$ cat config.mk
export PLATFORM = sky130hd
export DESIGN_NAME = cfg_indirect_window
export DESIGN_NICKNAME = d
export VERILOG_FILES = /design/src/rtl/iwin_pkg.sv /design/src/rtl/iwin_cursor.sv /design/src/rtl/iwin_range_chk.sv /design/src/rtl/iwin_seq.sv /design/src/rtl/cfg_indirect_window.sv
export SDC_FILE = /design/constraint.sdc
export NUM_CORES = 1
export LEC_CHECK = 0
export BUFFER_PORTS_ARGS = -buffer_cell sky130_fd_sc_hd__buf_2
export CAP_MARGIN = 20
export CORE_MARGIN = 4
export CORE_UTILIZATION = 57
export CTS_BUF_LIST = sky130_fd_sc_hd__clkbuf_8
export CTS_CLUSTER_DIAMETER = 40
export DETAILED_ROUTE_END_ITERATION = 16
export GPL_ROUTABILITY_DRIVEN = 0
export HOLD_SLACK_MARGIN = 0.03
export PLACE_DENSITY_LB_ADDON = 0.1
export SYNTH_ARGS = -nofsm -noshare
export SYNTH_HDL_FRONTEND = slang
export SYNTH_SLANG_ARGS = --single-unit
$ cat constraint.sdc
create_clock -name clk -period 3.6 [get_ports clk]
set_input_delay 0.54 -clock clk [delete_from_list [all_inputs] [get_ports clk]]
set_output_delay 0.54 -clock clk [all_outputs]
set_load 0.05 [all_outputs]
$ cat src/rtl/iwin_pkg.sv
// Shared constants and types for the indirect access window.
// Assumes byte offsets on an 8-bit configuration address.
package iwin_pkg;
    localparam int CFG_DW = 32;
    localparam int CFG_AW = 8;
    localparam logic [CFG_AW-1:0] OFS_CTRL = 8'h68;
    localparam logic [CFG_AW-1:0] OFS_RCUR = 8'h78;
    localparam logic [CFG_AW-1:0] OFS_MCUR = 8'h7C;
    localparam logic [CFG_AW-1:0] OFS_RDAT = 8'h80;
    localparam logic [CFG_AW-1:0] OFS_MDAT = 8'h84;
    localparam int EN_BIT = 7;

    typedef enum logic [1:0] {ST_IDLE, ST_BUSY, ST_DONE} seq_state_t;
endpackage

$ cat src/rtl/iwin_cursor.sv
// Cursor register: keeps AW address bits with the two low bits forced to zero.
// Assumes AW >= 3 and a write strobe lasting one cycle per host write.
module iwin_cursor
    import iwin_pkg::*;
#(
    parameter int AW = 18
) (
    input  logic              clk,
    input  logic              rst_n,
    input  logic              wr_en,
    input  logic [CFG_DW-1:0] wdata,
    output logic [AW-1:0]     cur
);
    // Load the aligned position on a host write.
    always_ff @(posedge clk) begin
        if (!rst_n)     cur <= '0;
        else if (wr_en) cur <= {wdata[AW-1:2], 2'b00};
    end
endmodule

$ cat src/rtl/iwin_range_chk.sv
// Window check: flags an address lying in either of two half-open ranges.
// Assumes AW < 32 and LO <= HI for both windows.
module iwin_range_chk #(
    parameter int          AW     = 18,
    parameter logic [31:0] W0_LO  = 32'h0,
    parameter logic [31:0] W0_HI  = 32'h8000,
    parameter logic [31:0] W1_LO  = 32'h30000,
    parameter logic [31:0] W1_HI  = 32'h38800
) (
    input  logic [AW-1:0] addr,
    output logic          in_win
);
    logic [31:0] a32;
    // Widen and compare against both windows.
    always_comb begin
        a32    = {{(32-AW){1'b0}}, addr};
        in_win = ((a32 >= W0_LO) && (a32 < W0_HI)) ||
                 ((a32 >= W1_LO) && (a32 < W1_HI));
    end
endmodule

$ cat src/rtl/iwin_seq.sv
// Access sequencer: decodes host requests, launches one backend transfer per
// allowed data-port access, refuses the rest and keeps the sticky error.
// Assumes the host holds its request stable until cfg_ack.
module iwin_seq
    import iwin_pkg::*;
(
    input  logic              clk,
    input  logic              rst_n,
    input  logic              cfg_req,
    input  logic              cfg_we,
    input  logic [CFG_AW-1:0] cfg_addr,
    input  logic [CFG_DW-1:0] cfg_wdata,
    input  logic [CFG_DW-1:0] local_rdata,
    input  logic              en,
    input  logic              rcur_ok,
    input  logic              bk_ack,
    input  logic [CFG_DW-1:0] bk_rdata,
    output logic              cfg_ack,
    output logic [CFG_DW-1:0] cfg_rdata,
    output logic              bk_req,
    output logic              bk_we,
    output logic              bk_space,
    output logic [CFG_DW-1:0] bk_wdata,
    output logic              err_flag,
    output logic              ctrl_wr,
    output logic              rcur_wr,
    output logic              mcur_wr
);
    seq_state_t state;
    logic is_rdat, is_mdat, is_data, launch_ok, take;

    // Decode the pending request and whether it may reach the backend.
    always_comb begin
        take      = (state == ST_IDLE) && cfg_req;
        is_rdat   = (cfg_addr == OFS_RDAT);
        is_mdat   = (cfg_addr == OFS_MDAT);
        is_data   = is_rdat || is_mdat;
        launch_ok = en && (is_mdat || (is_rdat && rcur_ok));
        ctrl_wr   = take && cfg_we && (cfg_addr == OFS_CTRL);
        rcur_wr   = take && cfg_we && (cfg_addr == OFS_RCUR);
        mcur_wr   = take && cfg_we && (cfg_addr == OFS_MCUR);
        cfg_ack   = (state == ST_DONE);
    end

    // Step the request through idle, backend wait and completion.
    always_ff @(posedge clk) begin
        if (!rst_n) begin
            state     <= ST_IDLE;
            bk_req    <= 1'b0;
            bk_we     <= 1'b0;
            bk_space  <= 1'b0;
            bk_wdata  <= '0;
            cfg_rdata <= '0;
            err_flag  <= 1'b0;
        end else begin
            case (state)
                ST_IDLE: if (cfg_req) begin
                    if (is_data && launch_ok) begin
                        state    <= ST_BUSY;
                        bk_req   <= 1'b1;
                        bk_we    <= cfg_we;
                        bk_space <= is_mdat;
                        bk_wdata <= cfg_wdata;
                    end else begin
                        state     <= ST_DONE;
                        cfg_rdata <= (is_data || cfg_we) ? '0 : local_rdata;
                        if (is_data) err_flag <= 1'b1;
                    end
                end
                ST_BUSY: if (bk_ack) begin
                    state     <= ST_DONE;
                    bk_req    <= 1'b0;
                    cfg_rdata <= bk_we ? '0 : bk_rdata;
                end
                default: state <= ST_IDLE;
            endcase
        end
    end
endmodule

$ cat src/rtl/cfg_indirect_window.sv
// Indirect window top: control register, two cursors, window check and the
// sequencer, joined to the configuration port and the backend bus.
// Assumes MEM_AW >= REG_AW and both below 32.
module cfg_indirect_window
    import iwin_pkg::*;
#(
    parameter int          REG_AW  = 18,
    parameter int          MEM_AW  = 24,
    parameter logic [31:0] RWIN0_LO = 32'h0,
    parameter logic [31:0] RWIN0_HI = 32'h8000,
    parameter logic [31:0] RWIN1_LO = 32'h30000,
    parameter logic [31:0] RWIN1_HI = 32'h38800
) (
    input  logic              clk,
    input  logic              rst_n,
    input  logic              cfg_req,
    input  logic              cfg_we,
    input  logic [CFG_AW-1:0] cfg_addr,
    input  logic [CFG_DW-1:0] cfg_wdata,
    output logic              cfg_ack,
    output logic [CFG_DW-1:0] cfg_rdata,
    output logic              bk_req,
    output logic              bk_we,
    output logic              bk_space,
    output logic [MEM_AW-1:0] bk_addr,
    output logic [CFG_DW-1:0] bk_wdata,
    input  logic              bk_ack,
    input  logic [CFG_DW-1:0] bk_rdata,
    output logic              err_flag
);
    localparam int PAD_R = CFG_DW - REG_AW;
    localparam int PAD_M = CFG_DW - MEM_AW;

    logic              ctrl_en, ctrl_wr, rcur_wr, mcur_wr, rcur_ok;
    logic [REG_AW-1:0] rcur;
    logic [MEM_AW-1:0] mcur;
    logic [CFG_DW-1:0] local_rdata;

    // Hold the enable bit of the control register.
    always_ff @(posedge clk) begin
        if (!rst_n)       ctrl_en <= 1'b0;
        else if (ctrl_wr) ctrl_en <= cfg_wdata[EN_BIT];
    end

    iwin_cursor #(.AW(REG_AW)) u_rcur (
        .clk(clk), .rst_n(rst_n), .wr_en(rcur_wr), .wdata(cfg_wdata), .cur(rcur));

    iwin_cursor #(.AW(MEM_AW)) u_mcur (
        .clk(clk), .rst_n(rst_n), .wr_en(mcur_wr), .wdata(cfg_wdata), .cur(mcur));

    iwin_range_chk #(.AW(REG_AW), .W0_LO(RWIN0_LO), .W0_HI(RWIN0_HI),
                     .W1_LO(RWIN1_LO), .W1_HI(RWIN1_HI)) u_rchk (
        .addr(rcur), .in_win(rcur_ok));

    // Select readback for the non-data offsets.
    always_comb begin
        case (cfg_addr)
            OFS_CTRL: begin
                local_rdata         = '0;
                local_rdata[EN_BIT] = ctrl_en;
            end
            OFS_RCUR: local_rdata = {{PAD_R{1'b0}}, rcur};
            OFS_MCUR: local_rdata = {{PAD_M{1'b0}}, mcur};
            default:  local_rdata = '0;
        endcase
    end

    // Route the cursor of the active space to the backend.
    always_comb begin
        bk_addr = bk_space ? mcur : {{(MEM_AW-REG_AW){1'b0}}, rcur};
    end

    iwin_seq u_seq (
        .clk(clk), .rst_n(rst_n), .cfg_req(cfg_req), .cfg_we(cfg_we),
        .cfg_addr(cfg_addr), .cfg_wdata(cfg_wdata), .local_rdata(local_rdata),
        .en(ctrl_en), .rcur_ok(rcur_ok), .bk_ack(bk_ack), .bk_rdata(bk_rdata),
        .cfg_ack(cfg_ack), .cfg_rdata(cfg_rdata), .bk_req(bk_req), .bk_we(bk_we),
        .bk_space(bk_space), .bk_wdata(bk_wdata), .err_flag(err_flag),
        .ctrl_wr(ctrl_wr), .rcur_wr(rcur_wr), .mcur_wr(mcur_wr));
endmodule

* After elaboration in Yosys (flattened, before gate mapping)
Cells that the tools add are included.
W data, S select, Z words.
** Storage, ports and cells
- Bits in registers :: 109
- Memory bits (read-only) :: 0
- Input bits :: 77
- Memories kept :: 0
- Logic and storage cells :: 61
- Output and inout port bits :: 93
- RAM bits :: 0
- Latch bits :: 0
** Operators by class
- Muxes and demuxes :: 16
- Bitwise gates (word level) :: 1
- Order comparisons :: 3
- Equal/unequal tests :: 11
- Divide/modulo/power cells :: 0
- Reductions and logical operators :: 20
- Shift operators :: 0
- Multipliers :: 0
- Add/sub/neg operators :: 0
** Operator list (count)
- $mux W32 :: 4
- $pmux W24 S3 :: 1
- $pmux W32 S2 :: 1
- $mux W24 :: 2
- $eq A8 B7 Y1 const B :: 3
- $ge A18 B18 Y1 const B :: 1
- $lt A18 B16 Y1 const B :: 1
- $lt A18 B18 Y1 const B :: 1
- $eq A8 B8 Y1 const B :: 2
- $reduce_and A4 Y1 :: 3
- $logic_and A1 B1 Y1 :: 9
- $ne A2 B2 Y1 const B :: 4
- $mux W2 :: 3
- $logic_or A1 B1 Y1 :: 4
- $pmux W2 S2 :: 1
- $mux W1 :: 3
- $reduce_and A3 Y1 :: 1
- $eq A2 B1 Y1 const B :: 1
- $eq A2 B2 Y1 const B :: 1
- $logic_not A2 Y1 :: 1
- $pmux W1 S2 :: 1
- $reduce_and A2 Y1 :: 1
- $reduce_bool A2 Y1 :: 1
- $not A1 Y1 :: 1

* Logic depth before layout (Yosys ltp)
Gate-level depths: netlist of the first run.
- Depth in word-level cells :: 10
- Gate-level depth with buffers :: 7
- Gate-level depth less buffers :: 4

* By module
From an unflattened synthesis of the first run, not the netlist that was laid out.
** Unflattened totals
- Cells, all modules :: 542
- Area total of the unflattened synthesis :: 5326.4 µm²
** Modules (own cells, without submodules)
- iwin_seq :: cells an instance 328, sequential area each 1401.3 µm², area an instance 3148.0 µm², times used 1
- iwin_cursor at u_mcur :: cells an instance 74, sequential area each 440.4 µm², area an instance 875.8 µm², times used 1
- cfg_indirect_window :: cells an instance 83, sequential area each 20.0 µm², area an instance 645.6 µm², times used 1
- iwin_cursor at u_rcur :: cells an instance 54, sequential area each 320.3 µm², area an instance 634.4 µm², times used 1
- iwin_range_chk :: cells an instance 3, sequential area each 0.0 µm², area an instance 22.5 µm², times used 1

* Least setup slack after synthesis of the first run
No wires, ideal clock.
- Kind :: register -> output
- Start point :: reg u_seq.bk_space
- End point :: out bk_addr[15]
- Stages on the path, launching flop included :: 4
- Buffers on the path :: 2
- Required time :: 3060 ps
- Data arrival time :: 1975 ps
- Path slack :: 1085 ps
- Cells stage by stage :: dfxtp_1 -> clkbuf_1 -> clkbuf_1 -> o21ai_0
** On the way
- Longest elaborated chain between the ends :: 1
** Ends and longest elaborated chain
- from (decl) :: RTL line iwin_seq.sv:22 : output logic bk_space,
- from (signal assigned) :: RTL line iwin_seq.sv:62 : bk_space <= is_mdat;
- $mux W24 :: RTL line cfg_indirect_window.sv:70 : bk_addr = bk_space ? mcur : {{(MEM_AW-REG_AW){1'b0}}, rcur};
- to (decl) :: RTL line cfg_indirect_window.sv:25 : output logic [MEM_AW-1:0] bk_addr,
No other way between the ends.

* Worst setup path in the final report of the first run
- Start point :: reg u_seq.bk_space
- End point :: out bk_addr[7]
The elaborated chain is that of the path after synthesis.

==> out/qor.txt, run 1 <==
status - finished, final reports clean
max cap viols - 0
Reg area - 0.00218 mm²
unrepaired setup endpoints after global routing - no
sink of the worst hold path - u_seq.cfg_rdata[1]
die extent in x - 104 µm
Sw Share - 0.267
Leakage Power - 2.54 nW
worst flop-to-flop path endpoint - u_seq.cfg_rdata[3]
Avg Inst Size Synth - 9.03 µm²
Yosys reg bits - 109
Crit path required time - 3.06 ns
synth top area cells - dfxtp_1 42%, nand2_1 8.9%, mux2i_1 6.9%
postcts setup bufs - 0
asr flop ratio synth - 0
Worst slew margin - 0.272
Worst VDD drop - 0.225 mV
worst-path fanout max - 25
Pint - 1.78 mW
slowest CP cell - dfxtp_1
post-route ant nets - 0
placed cells - 812
Setup Viol. Count Final - 0
global-route usage over all layers - 0.266
Arrival @ worst endpoint - 2.09 ns
most numerous cell in the Yosys netlist - nand2_1
Initial Utilization - 0.593
Worst Skew - 0.0153 ns
post-DP HPWL - 10200 µm
reg-to-reg slack, setup - 1.31 ns
Cell variety after synth - 43
cts bufs inserted - 9
io pins - 170
Worst setup SP type - flip-flop
die area - 0.0108 mm²
pre-CTS setup slack - 0.926 ns
CTS tree - built
Core Footprint - 0.00885 mm²
Yosys top cell area share - 0.416
first-pass GRT wire length - 23900 µm
GR Overflow Total - 0
FF-to-FF path depth - 5
Die H - 104 µm
Worst-Margin Slew - 1.09 ns
fin crit period - 2.63 ns
sequential area share after synthesis - 0.416
CTS Sinks - 109
Placement Rows - 34
Sw Pwr - 0.650 mW
vias post-DR - 4906
Hold Fails Final Rpt - 0
1st-iter DRT viols - 306
critical path type - reg -> out
drc violations - 0
reg2reg start - u_seq.state[0]
initial antenna violation count - 0
Yosys warning total - 0
ys flop type - dfxtp_1
H-tree Lvls - 3
area grow syn2layout - 20.2%
Commonest cells post-synth - 124 x nand2_1, 109 x dfxtp_1, 52 x a21oi_1
Post-CTS Resized - 0
final setup margin - 0.968 ns
Clock transition at path regs - 0.11 ns
f_max - 0.380 GHz
Root Buffer - clkbuf_8
Clk Latency, worst-skew pair - 0.38 ns
worst min path class - in -> reg
crit-path cells - mux2_2, buf_2
number of synthesized flops with an enable pin - 0
Avg WL per Cell - 17.6 µm
hold buffers post-CTS - 0
pin count of the biggest net entering global routing - 72
footprint of the multi-input gates - 0.00274 mm²
Setup crit end kind - output port
drt via density - 5.93
Final Max Tran Viols - 0
Sequential Power Share - 0.507
Fill cells - 735
area leader, netlist - dfxtp_1
clock tree buffer depth - 2
Setup TNS - 0 ns
final WL - 14600 µm
CP peak stage delay - 1.06 ns
Port Buf Inserts - 167
Synth Instances - 581
Worst Hold Depth - 3
clock share of power - 0.381
PwrDens - 386 mW/mm²
Pre-antenna DRT Iters - 5
Tcrit/Tclk final - 0.731
vias in the first global route - 4799
Ant. Diodes - 0
Non-Filler Instances - 828
Cell Area, Synth - 0.00524 mm²
hold path startpoint - bk_rdata[1]
Gate power share - 0.113
fin nets - 792
worst setup path start - u_seq.bk_space
fraction of layout cells with a size suffix above 1 - 0.353
## cell usage in the layout (no fill, tap or decap), types with 3 or more instances in the layout
master	count
buf_4	12
dfxtp_1	109
and2_1	10
nor2_1	4
a221o_1	11
clkbuf_8	9
a211oi_1	9
mux2_2	29
buf_2	167
inv_1	13
a221oi_1	22
mux2i_1	36
a32oi_1	21
bufinv_16	3
nor4_2	4
a211oi_2	14
o21ai_1	17
nand3_1	20
a21oi_1	51
nand2_1	124
## cell families after synthesis
group,share of synthesized area
mux,0.131
compound gates,0.219
other cells,0.000715
simple gates,0.165
xor+xnor,0.00167
buf+inv,0.0673
flops,0.416
## worst max-delay path by stage
stage	slack, ns	to
after floorplan	1.09	bk_addr[15]
after global placement	1.01	u_mcur.cur[9]
after detailed placement	0.93	u_mcur.cur[6]
after CTS	1.0	bk_addr[7]
after global routing	0.93	bk_addr[7]
final	0.97	bk_addr[7]
## layer usage
metal	routed length [µm]	track usage	up-vias
li1	-	-	2360
met3	1060	0.0658	35
met4	358	0.0988	0
met5	0	0	-
met2	7110	0.442	230
met1	6040	0.334	2281
## state kept, by name, indices dropped and copies added, names as in the netlist
signal,count
ctrl_en,1
u_mcur.cur,22
u_rcur.cur,16
u_seq.bk_req,1
u_seq.bk_space,1
u_seq.bk_wdata,32
u_seq.bk_we,1
u_seq.cfg_rdata,32
u_seq.err_flag,1
u_seq.state,2
## through the flow
stage	power [mW]	hold slack, ns	cell area (µm²)	util
2_1_floorplan	1.44	0.438	5250	-
3_3_place_gp	1.53	0.440	6050	0.684
3_5_place_dp	1.53	0.443	6050	0.684
4_1_cts	2.44	0.378	6300	0.713
5_1_grt	2.52	0.367	6300	0.713
6_report	2.43	0.396	6300	0.713
## power by group through the flow
| stage | Combinational [mW] | Clock (mW) | Sequential [mW] |
|---|---|---|---|
| global route | 0.294 | 0.989 | 1.24 |
| global placement | 0.267 | 0 | 1.26 |
| floorplan | 0.125 | 0 | 1.31 |
| CTS | 0.272 | 0.938 | 1.23 |
| detailed placement | 0.272 | 0 | 1.26 |
| finish | 0.274 | 0.927 | 1.23 |
## area by class of cell
type,count,share of cell area
inverters,14,0.00833
clock inverters,7,0.0204
repair buffers,180,0.150
well taps,108,0.0214
flip-flops and latches,109,0.346
multi-input cells,401,0.434
clock buffers,9,0.0196
## critical path: cells and delay by family (launching register included)
family,cells,cell delay (ns)
buffers and inverters,1,0.22
flip-flops,1,1.06
multiplexers,1,0.44
No activity file was read; power rests on OpenSTA's default activity.
==> inputs of run 2 (changes only) <==
--- a/config.mk
+++ b/config.mk
@@ -8,7 +8,7 @@
 export BUFFER_PORTS_ARGS = -buffer_cell sky130_fd_sc_hd__buf_2
 export CAP_MARGIN = 20
 export CORE_MARGIN = 4
-export CORE_UTILIZATION = 57
+export CORE_UTILIZATION = 48
 export CTS_BUF_LIST = sky130_fd_sc_hd__clkbuf_8
 export CTS_CLUSTER_DIAMETER = 40
 export DETAILED_ROUTE_END_ITERATION = 16
==> constraint.sdc (replaced) <==
create_clock -name clk -period 2.3 [get_ports clk]
set_input_delay 0.345 -clock clk [delete_from_list [all_inputs] [get_ports clk]]
set_output_delay 0.345 -clock clk [all_outputs]
set_load 0.05 [all_outputs]
==> run 2 against run 1 <==
  * Core utilization fell by 10 points
  * Worst setup slack worse by 0.80 ns
  * First-iteration DRC count rose by 17%
  * Clock power grew 33%
  * Power rose by 48%
  * Sequential power is 57% higher
  * Critical path depth up 3
  * Worst hold slack got worse by 0.20 ns
  * Largest power group unchanged
  * Highest routed layer unchanged
==> out/qor.txt, run 2 (synthesized netlist as in run 1, its figures left out) <==
Worst setup SP type - flip-flop
drt via density - 5.69
status - finished, final reports clean
drc violations - 0
worst-path fanout max - 23
cts bufs inserted - 9
GR Overflow Total - 0
post-DP HPWL - 10900 µm
Crit path required time - 2.59 ns
Non-Filler Instances - 868
Setup Viol. Count Final - 0
Post-CTS Resized - 0
Hold Fails Final Rpt - 0
max cap viols - 0
Arrival @ worst endpoint - 2.43 ns
reg2reg start - u_seq.state[0]
f_max - 0.468 GHz
clock share of power - 0.341
fraction of layout cells with a size suffix above 1 - 0.362
worst flop-to-flop path endpoint - u_seq.cfg_rdata[3]
Die H - 113 µm
Tcrit/Tclk final - 0.929
Worst VDD drop - 0.348 mV
Core Footprint - 0.0105 mm²
fin nets - 804
vias post-DR - 4939
Worst Skew - 0.0102 ns
reg-to-reg slack, setup - 0.16 ns
Clock transition at path regs - 0.11 ns
Pint - 2.58 mW
Reg area - 0.00218 mm²
sink of the worst hold path - u_seq.cfg_rdata[30]
Cell Area, Placed - 0.00618 mm²
biggest regs - u_seq.bk_wdata: 32 flops, u_seq.cfg_rdata: 32 flops, u_mcur.cur: 22 flops
worst min path class - in -> reg
Worst-Margin Slew - 0.940 ns
PwrDens - 564 mW/mm²
footprint of the multi-input gates - 0.00274 mm²
commonest non-fill, non-tap cell in the layout - buf_2
Clk Latency, worst-skew pair - 0.38 ns
postcts setup bufs - 0
CTS Sinks - 109
io pins - 170
Initial Utilization - 0.501
global-route usage over all layers - 0.240
pin count of the biggest net entering global routing - 43
Ant. Diodes - 0
final WL - 15400 µm
Avg WL per Cell - 17.7 µm
area grow syn2layout - 21.7%
Worst slew margin - 0.368
Worst Hold Depth - 3
most frequent cells in the layout - 167 x buf_2, 124 x nand2_1, 109 x dfxtp_1, 51 x a21oi_1, 36 x mux2i_1
unrepaired setup endpoints after global routing - no
die extent in x - 113 µm
1st-iter DRT viols - 358
Gate power share - 0.122
Fill cells - 988
Layout Utilization - 0.610
fin crit period - 2.14 ns
FF-to-FF path depth - 5
Sw Pwr - 1.02 mW
H-tree Lvls - 3
Final Max Tran Viols - 0
CTS tree - built
clock tree buffer depth - 2
Root Buffer - clkbuf_8
hold path startpoint - bk_rdata[30]
critical path type - reg -> reg
Design Area, Final - 0.00638 mm²
Placement Rows - 37
Setup TNS - 0 ns
die area - 0.0127 mm²
first-pass GRT wire length - 24800 µm
vias in the first global route - 4875
hold buffers post-CTS - 0
Sequential Power Share - 0.536
Port Buf Inserts - 167
initial antenna violation count - 0
Sw Share - 0.283
Pre-antenna DRT Iters - 5
Setup crit end kind - flip-flop
post-route ant nets - 0
Min Hold Slack - 0.195 ns
placed cells - 852
Leakage Power - 2.58 nW
-- run 2: cell count changes in the layout (fill, tap and decap cells not counted) --
cell       previous run  this run
inv_1                13        14
bufinv_16             3         1
inv_6                 1         2
buf_4                12        24
o21ai_1              17        18
o21ai_0               2         1
-- run 2: critical path, stage by stage, from the launching register on --
cell and delay [ns]:
dfxtp_1 0.54, mux2i_1 0.25, a211oi_4 0.54, buf_4 0.37, a221oi_1 0.12, a211oi_1 0.23
-- run 2: cell type report --
cell class	count	area share
Clock buffer	9	0.0194
Clock inverter	7	0.0127
Inverter	14	0.00823
Multi-Input combinational cell	401	0.429
Sequential cell	109	0.342
Tap cell	136	0.0267
Timing Repair Buffer	192	0.162
-- run 2: power groups by stage --
stage	combinational [mW]	clock [mW]	sequential, mW
floorplan	0.196	0	2.06
global placement	0.429	0	1.97
detailed placement	0.438	0	1.97
CTS	0.440	1.24	1.93
global route	0.473	1.33	1.94
finish	0.440	1.23	1.93
-- run 2: worst max-delay path by stage --
| stage | from | end |
|---|---|---|
| 2_1_floorplan | u_seq.bk_space | bk_addr[10] |
| 3_3_place_gp | u_seq.state[0] | u_seq.cfg_rdata[3] |
| 3_5_place_dp | u_seq.state[0] | u_seq.cfg_rdata[2] |
| 4_1_cts | u_seq.state[0] | u_seq.cfg_rdata[3] |
| 5_1_grt | u_seq.state[0] | u_seq.cfg_rdata[3] |
| 6_report | u_seq.state[0] | u_seq.cfg_rdata[3] |
-- run 2: per-layer routing --
layer	track usage	wire, µm	vias to the layer above	share of wire
met5	0	0	-	0
met4	0.0657	165	0	0.011
met3	0.0469	924	14	0.060
met2	0.404	7550	151	0.49
met1	0.313	6720	2385	0.44
li1	-	-	2389	-
-- run 2: metrics by stage --
step | setup slack [ns] | power (mW)
3_3_place_gp | 0.320 | 2.40
6_report | 0.164 | 3.60
5_1_grt | 0.0133 | 3.74
3_5_place_dp | 0.283 | 2.41
2_1_floorplan | 0.223 | 2.25
4_1_cts | 0.229 | 3.62
==> inputs of run 3 (changes only) <==
--- a/config.mk
+++ b/config.mk
@@ -7,7 +7,7 @@
 export LEC_CHECK = 0
 export BUFFER_PORTS_ARGS = -buffer_cell sky130_fd_sc_hd__buf_2
 export CAP_MARGIN = 20
-export CORE_MARGIN = 4
+export CORE_MARGIN = 2
 export CORE_UTILIZATION = 48
 export CTS_BUF_LIST = sky130_fd_sc_hd__clkbuf_8
 export CTS_CLUSTER_DIAMETER = 40
==> run 3 against run 2 <==
  * Non-clock buffer count down 3
  * First-iteration DRC count increased by 1.4%
  * Routed wire length is 2.1% lower
  * Register-to-register slack better by 0.11 ns
  * Flip-flop and latch count stayed put
  * Fmax is 1.2% higher
  * Count of clock-buffer cells in the layout is the same
  * Core utilization down 1.3 points
  * Critical path depth down 2
  * Via count up 0.22%
  * Critical path type is now reg -> out
==> out/qor.txt, run 3 (synthesized netlist as in run 1, its figures left out) <==
slowest CP cell - dfxtp_1
Gate power share - 0.119
Setup TNS - 0 ns
1st-iter DRT viols - 363
io pins - 170
Sequential Power Share - 0.523
fin crit period - 2.11 ns
Leakage Power - 2.59 nW
post-DP HPWL - 10500 µm
initial antenna violation count - 0
Non-Filler Instances - 869
vias in the first global route - 4614
footprint of the multi-input gates - 0.00274 mm²
Core Footprint - 0.0107 mm²
FF-to-FF path depth - 5
Fill cells - 1007
met2 usage - 0.435
busiest grt layer - met2
CTS tree - built
fin nets - 801
area grow syn2layout - 22.4%
Worst VDD drop - 0.349 mV
placed cells - 853
Worst Skew - 0.0154 ns
Initial Utilization - 0.488
Clock transition at path regs - 0.11 ns
final setup margin - 0.190 ns
Post-CTS Resized - 0
postcts setup bufs - 0
Tcrit/Tclk final - 0.917
H-tree Lvls - 3
Die H - 109 µm
status - finished, final reports clean
Worst-Margin Slew - 1.04 ns
Pre-antenna DRT Iters - 4
hold buffers post-CTS - 0
drc violations - 0
worst min path class - in -> reg
drt via density - 5.70
clock tree buffer depth - 2
Ant. Diodes - 0
PwrDens - 576 mW/mm²
GR Overflow Total - 0
Cell Area, Placed - 0.00618 mm²
Pint - 2.69 mW
f_max - 0.474 GHz
max cap viols - 0
die extent in x - 109 µm
CP peak stage delay - 0.61 ns
first-pass GRT wire length - 23700 µm
clock share of power - 0.358
most frequent cells in the layout - 167 x buf_2, 124 x nand2_1, 109 x dfxtp_1, 51 x a21oi_1, 36 x mux2i_1
Arrival @ worst endpoint - 1.76 ns
biggest regs - u_seq.bk_wdata: 32 flops, u_seq.cfg_rdata: 32 flops, u_mcur.cur: 22 flops
Port Buf Inserts - 167
GR Layer Usage met3 - 0.0380
critical path type - reg -> out
Sw Pwr - 1.01 mW
Hold Fails Final Rpt - 0
pre-CTS setup slack - 0.296 ns
die area - 0.0118 mm²
Final Max Tran Viols - 0
met1 GRT Util - 0.330
Reg area - 0.00218 mm²
worst-path fanout max - 14
Clk Latency, worst-skew pair - 0.38 ns
global-route usage over all layers - 0.257
Worst slew margin - 0.304
fraction of layout cells with a size suffix above 1 - 0.361
Worst Hold Depth - 3
Placement Rows - 38
vias post-DR - 4950
cts bufs inserted - 9
Design Area, Final - 0.00642 mm²
commonest non-fill, non-tap cell in the layout - buf_2
Crit path required time - 1.96 ns
unrepaired setup endpoints after global routing - no
crit-path cells - buf_12, mux2_2, buf_2
final WL - 15000 µm
post-route ant nets - 0
Sw Share - 0.273
Root Buffer - clkbuf_8
Avg WL per Cell - 17.3 µm
Setup crit end kind - output port
Worst setup SP type - flip-flop
Setup Viol. Count Final - 0
CTS Sinks - 109
pin count of the biggest net entering global routing - 73
-- run 3: metrics by stage --
step           power, mW  hold slack [ns]  utilization
3_5_place_dp        2.41            0.444        0.576
3_3_place_gp        2.40            0.441        0.576
2_1_floorplan       2.25            0.438            -
4_1_cts             3.72            0.183        0.597
5_1_grt             3.83            0.192        0.597
6_report            3.69            0.190        0.597
-- run 3: critical path: cells and delay by family (launching register included) --
family	cells	cell delay, ns
flip-flops	1	0.61
multiplexers	1	0.36
buffers and inverters	2	0.42
-- run 3: layer usage --
metal	share of wire	vias to the layer above
met5	0	-
met4	0.023	0
met3	0.059	29
met2	0.50	192
met1	0.42	2353
li1	-	2376
-- run 3: final cells by class --
type | count | share of cell area
Inverter | 14 | 0.00819
Timing Repair Buffer | 189 | 0.162
Clock buffer | 9 | 0.0193
Clock inverter | 7 | 0.0168
Tap cell | 140 | 0.0273
Multi-Input combinational cell | 401 | 0.426
Sequential cell | 109 | 0.340
-- run 3: final timing paths --
kind | endpoint | slack [ns] | from
setup / recovery | bk_addr[7] | 0.19 | u_seq.bk_space
hold reg to reg | u_seq.bk_wdata[8] | 0.46 | u_seq.bk_wdata[8]
hold / removal | u_seq.cfg_rdata[31] | 0.19 | bk_rdata[31]
setup reg to reg | u_seq.bk_wdata[3] | 0.27 | u_rcur.cur[11]
-- run 3: power groups by stage --
stage | Sequential [mW] | Combinational [mW] | Clock, mW
global route | 1.94 | 0.469 | 1.43
floorplan | 2.06 | 0.196 | 0
global placement | 1.97 | 0.428 | 0
detailed placement | 1.97 | 0.435 | 0
finish | 1.93 | 0.438 | 1.32
CTS | 1.93 | 0.436 | 1.35
